**src/rtl/extirq_pkg.sv**
```systemverilog
package extirq_pkg;
  typedef enum logic [1:0] {
    SEL_ENABLE = 2'd0,
    SEL_CTRL   = 2'd1,
    SEL_PINS   = 2'd2,
    SEL_NONE   = 2'd3
  } reg_sel_t;
endpackage

```
**src/rtl/pin_sync.sv**
```systemverilog
module pin_sync #(
  parameter int W      = 8,
  parameter int STAGES = 2
) (
  input  logic         clk,
  input  logic         rst_n,
  input  logic [W-1:0] d_i,
  output logic [W-1:0] q_o
);
  logic [W-1:0] chain [STAGES];

  genvar s;
  generate
    for (s = 0; s < STAGES; s++) begin : g_stage
      always_ff @(posedge clk or negedge rst_n) begin
        if (!rst_n) chain[s] <= '1;
        else if (s == 0) chain[s] <= d_i;
        else chain[s] <= chain[(s == 0) ? 0 : s-1];
      end
    end
  endgenerate

  assign q_o = chain[STAGES-1];
endmodule

```
**src/rtl/irq_flag_ctl.sv**
```systemverilog
module irq_flag_ctl (
  input  logic clk,
  input  logic rst_n,
  input  logic set_i,
  input  logic clr_i,
  output logic flag_o
);
  always_ff @(posedge clk or negedge rst_n) begin
    if (!rst_n)     flag_o <= 1'b0;
    else if (set_i) flag_o <= 1'b1;
    else if (clr_i) flag_o <= 1'b0;
  end

  p_sticky_r4: assert property (@(posedge clk) disable iff (!rst_n)
    (flag_o && !clr_i) |=> flag_o);
  p_set_wins_r6: assert property (@(posedge clk) disable iff (!rst_n)
    set_i |=> flag_o);
  p_clear_r5: assert property (@(posedge clk) disable iff (!rst_n)
    (clr_i && !set_i) |=> !flag_o);
  p_rise_cause_r1: assert property (@(posedge clk) disable iff (!rst_n)
    $rose(flag_o) |-> $past(set_i));
endmodule

```
**src/rtl/ext_irq_shared.sv**
```systemverilog
module ext_irq_shared #(
  parameter int NPINS  = 8,
  parameter int LVL_W  = 2,
  parameter int STAGES = 2
) (
  input  logic             clk,
  input  logic             rst_n,
  input  logic [NPINS-1:0] pin_n,
  input  logic [1:0]       bus_addr,
  input  logic             bus_wr,
  input  logic [NPINS-1:0] bus_wdata,
  output logic [NPINS-1:0] bus_rdata,
  output logic             irq_req,
  output logic [LVL_W-1:0] irq_level,
  output logic             wake
);
  import extirq_pkg::*;

  localparam int LVL_LSB = 1;
  localparam int LVL_MSB = LVL_LSB + LVL_W - 1;
  localparam int PAD_W   = NPINS - LVL_W - 1;

  logic [NPINS-1:0] en_q;
  logic [LVL_W-1:0] lvl_q;
  logic [NPINS-1:0] pin_s;
  logic             flag;
  logic             set_cond;
  logic             clr_wr;
  reg_sel_t         sel;

  assign sel = reg_sel_t'(bus_addr);

  pin_sync #(.W(NPINS), .STAGES(STAGES)) u_sync (
    .clk(clk), .rst_n(rst_n), .d_i(pin_n), .q_o(pin_s)
  );

  assign set_cond = |(~pin_s & en_q);
  assign clr_wr   = bus_wr && (sel == SEL_CTRL) && !bus_wdata[0];

  irq_flag_ctl u_flag (
    .clk(clk), .rst_n(rst_n), .set_i(set_cond), .clr_i(clr_wr), .flag_o(flag)
  );

  always_ff @(posedge clk or negedge rst_n) begin
    if (!rst_n) begin
      en_q  <= '0;
      lvl_q <= '0;
    end else if (bus_wr) begin
      if (sel == SEL_ENABLE) en_q  <= bus_wdata;
      if (sel == SEL_CTRL)   lvl_q <= bus_wdata[LVL_MSB:LVL_LSB];
    end
  end

  always_comb begin
    unique case (sel)
      SEL_ENABLE: bus_rdata = en_q;
      SEL_CTRL:   bus_rdata = {{PAD_W{1'b0}}, lvl_q, flag};
      SEL_PINS:   bus_rdata = pin_s;
      default:    bus_rdata = '0;
    endcase
  end

  assign irq_req   = flag;
  assign irq_level = lvl_q;
  assign wake      = |(~pin_n & en_q);

  p_no_set_disabled_r2: assert property (@(posedge clk) disable iff (!rst_n)
    (!flag && (en_q == '0)) |=> !flag);
  p_level_load_r10: assert property (@(posedge clk) disable iff (!rst_n)
    (bus_wr && sel == SEL_CTRL) |=> (irq_level == $past(bus_wdata[LVL_MSB:LVL_LSB])));
endmodule

```
**config.mk**
```make
export PLATFORM = sky130hd
export DESIGN_NAME = ext_irq_shared
export DESIGN_NICKNAME = d
export VERILOG_FILES = /design/src/rtl/extirq_pkg.sv /design/src/rtl/pin_sync.sv /design/src/rtl/irq_flag_ctl.sv /design/src/rtl/ext_irq_shared.sv
export SDC_FILE = /design/constraint.sdc
export NUM_CORES = 1
export LEC_CHECK = 0
export ABC_AREA = 1
export CELL_PAD_IN_SITES_DETAIL_PLACEMENT = 0
export CELL_PAD_IN_SITES_GLOBAL_PLACEMENT = 1
export CORE_ASPECT_RATIO = 0.9
export CORE_MARGIN = 2
export CORE_UTILIZATION = 34
export CTS_CLUSTER_DIAMETER = 200
export CTS_CLUSTER_SIZE = 12
export DETAILED_ROUTE_END_ITERATION = 10
export PLACE_DENSITY = 0.84
export REMOVE_ABC_BUFFERS = 1
export SETUP_SLACK_MARGIN = 0.02
export SLEW_MARGIN = 20
export SYNTH_ARGS = -nofsm -noshare
export SYNTH_HDL_FRONTEND = slang
export SYNTH_SLANG_ARGS = --single-unit
```
**constraint.sdc**
```tcl
create_clock -name clk -period 1.1 [get_ports clk]
set_input_delay 0.22 -clock clk [delete_from_list [all_inputs] [get_ports clk]]
set_output_delay 0.22 -clock clk [all_outputs]
set_load 0.01 [all_outputs]
```
==> flow_metrics.env, run 1 <==
export IMPL_status="complete, but fails checks"
export IMPL_failed_checks="setup timing"
export IMPL_rsz0062_at_grt="yes"
export IMPL_finalHoldViolations=0
export IMPL_antenna_found_initial=0
export IMPL_drt_total_wl_mm=2.777
export IMPL_hpwl_mm=1.964
export IMPL_crit_path_end_kind="primary output"
export IMPL_yosys_cell_types_count=16
export IMPL_io_pins=33
export IMPL_grt_max_degree=28
export IMPL_finish_utilization_pct=56.57
export IMPL_clk_path_buf_depth=2
export IMPL_setup_tns_ns=-2.490
export IMPL_post_place_ws_ns=-0.9002
export IMPL_drt_pass1_iter_count=4
export IMPL_rows=19
export IMPL_fin_skew_ns=0.005626
export IMPL_ys_ff_latch=27
export IMPL_worstSkewPairLatency_ns=0.28
export IMPL_layout_common_cells="nand2_1, buf_4, dfstp_2, inv_1, clkdlybuf4s50_1"
export IMPL_seq_area_frac_synth_pct=61.17
export IMPL_vias_per_cell=4.484
export IMPL_yosysWarnings=0
export IMPL_yosys_area_top_type_share_pct=36.96
export IMPL_crit_path_max_incr_delay_ns=0.54
export IMPL_syn_area_um2=1137
export IMPL_finalSetupViolCount=12
export IMPL_crit_path_max_fanout=2
export IMPL_clkSlewWorstSetupHoldPaths_ns=0.10
export IMPL_diodes=0
export IMPL_max_slew_margin_pct=84.52
export IMPL_p_per_area_nw_per_um2=1331
export IMPL_mostFrequentLayoutCell="nand2_1"
export IMPL_p_comb_share_pct=25.8
export IMPL_switching_power_w=0.0006601
export IMPL_crit_buf_inv=2
export IMPL_grt_total_usage_pct=16.87
export IMPL_r2r_slack_ns=0.05
export IMPL_p_sw_share_pct=28.14
export IMPL_tritoncts="built"
export IMPL_synth_area_leader_cell="dfstp_2"
export IMPL_cts_made_buffers=3
export IMPL_die_h_um=58.87
export IMPL_p_leak_nw=0.8694
export IMPL_fin_crit_ns=1.425
export IMPL_fill_cells=284
export IMPL_die_width_um=64.97
export IMPL_critical_path_class="reg -> out"
export IMPL_core_area_um2=3114
export IMPL_worst_slack_ns=-0.3252
export IMPL_seqPwrFrac_pct=49.2
export IMPL_slew_viol_final=0
export IMPL_hold_class="in -> reg"
export IMPL_syn_instance_count=123
export IMPL_place_congestion=0.8370
export IMPL_syn_to_final_growth_pct=54.90
export IMPL_avgRoutedWirePerCell_um=12.45
export IMPL_ant_nets=0
export IMPL_worstPathArrival_ns=1.21
export IMPL_drc_errors=0
export IMPL_min_period_over_period_pct=129.6
export IMPL_clkPwrFrac_pct=25.1
export IMPL_path_cells="inv_2, o211ai_1, buf_2"
export IMPL_floorplan_initialDensity_pct=36.52
export IMPL_overflow=0
export IMPL_avgSynthCellArea_um2=9.247
export IMPL_htreeDepth=1
export IMPL_root_buffer="clkbuf_8"
export IMPL_vdd_drop_max_uv=613.1
export IMPL_crit_required_ns=0.88
export IMPL_cp_slowest_cell="dfstp_2"
export IMPL_critPathTopFamily="flip-flops"
export IMPL_synthTopCellsByArea="dfstp_2, dfrtp_1, nand2_1"
export IMPL_fin_nets=203
export IMPL_vias=1000
export IMPL_drive_above_1_share_pct=46.41
export IMPL_p_int_w=0.001685
export IMPL_start_kind="register"
export IMPL_worst_pin_slew_ns=0.2315
export IMPL_grt_pass1_wl_mm=4.781
export IMPL_clock_sinks=27
export IMPL_clock_fmax_mhz=701.7
export IMPL_grt_pass1_vias=1073
export IMPL_dr_first_iter_drc_count=25
export IMPL_maxCapViolCount=0
export IMPL_die_area_um2=3824
export IMPL_portBuffers=32
## cell type report
type | count | area, um^2 | share of cell area (%)
Inverter | 22 | 82.58 | 4.687
Multi-Input combinational cell | 72 | 384.1 | 21.80
Sequential cell | 27 | 695.7 | 39.49
Clock buffer | 3 | 41.29 | 2.344
Clock inverter | 1 | 7.507 | 0.4261
Timing Repair Buffer | 56 | 498.0 | 28.27
Tap cell | 42 | 52.55 | 2.983
## cells by family after synthesis
logic type	after synthesis	synth area share (%)
buffers and inverters	24	8.911
DFF	27	61.17
AOI/OAI and AO/OA	19	10.89
and+or+nand+nor	53	19.03
## power groups by stage
stage	Clock, W	Sequential, W	Combinational (W)
after detailed placement	0	0.00117	0.000560
final	0.000588	0.00115	0.000604
after global routing	0.000652	0.00117	0.000673
after floorplan	0	0.00117	0.000193
after global placement	0	0.00116	0.000548
after CTS	0.000611	0.00115	0.000591
## state kept, by name (all words and copies together) (netlist names)
register and flops:
en_q 8, u_flag.flag_o 1, u_sync.chain 8, u_sync.q_o 8
irq_level 2
## cell usage after synthesis
master     n
inv_1     22
nand4_1    1
buf_6      1
nand2_2    1
a21oi_2    2
dfstp_2   16
nand2_1   36
o22ai_1    2
dfrtp_1   11
nor2_2     1
nand3_1    8
o21ai_2    3
buf_4      1
o21ai_0    9
nor2_1     6
o211ai_1   3
## through the flow
step	cells	hold slack (ns)	area, um^2	total power (W)
floorplan	121	-0.07559	1119	0.001366
global placement	215	0.3453	1667	0.001710
detailed placement	215	0.3468	1667	0.001727
CTS	224	0.1794	1740	0.002355
global route	223	0.1782	1762	0.002491
finish	223	0.1831	1762	0.002345
## routing by layer
layer  global-route usage [%]  up-vias  routed length [um]
li1                         -      500                   -
met1                    20.49      470                1231
met2                    29.46       25                1371
met3                    3.059        5                 130
met4                    7.599        0                  43
met5                        0        -                   0
## repair_timing
item                                    in CTS  in global routing
setup buffers                                6                  2
pin swaps                                   13                  8
resized for setup                           80                 13
endpoints found under the setup margin      21                 16
gates cloned                                 0                  0
hold buffers                                 0                  0
## path summary, 6_finish.rpt
check / start / end / depth (start not counted)
max in group asynchronous: rst_n / u_sync.chain[9] / 2
worst max-delay path: u_sync.q_o[2] / bus_rdata[2] / 3
worst max register to register: u_sync.q_o[1] / u_flag.flag_o / 6
min in group asynchronous: rst_n / en_q[5] / 2
worst min-delay path: pin_n[3] / u_sync.chain[11] / 1
worst min register to register: u_sync.chain[9] / u_sync.q_o[1] / 0
(Power assumes the default switching activity.)
==> run 2: changes to the inputs <==
Settings changed: SLEW_MARGIN 20 to 15.
==> results of run 2 <==
The final DEF is identical to that of run 1; final timing and power are the same.
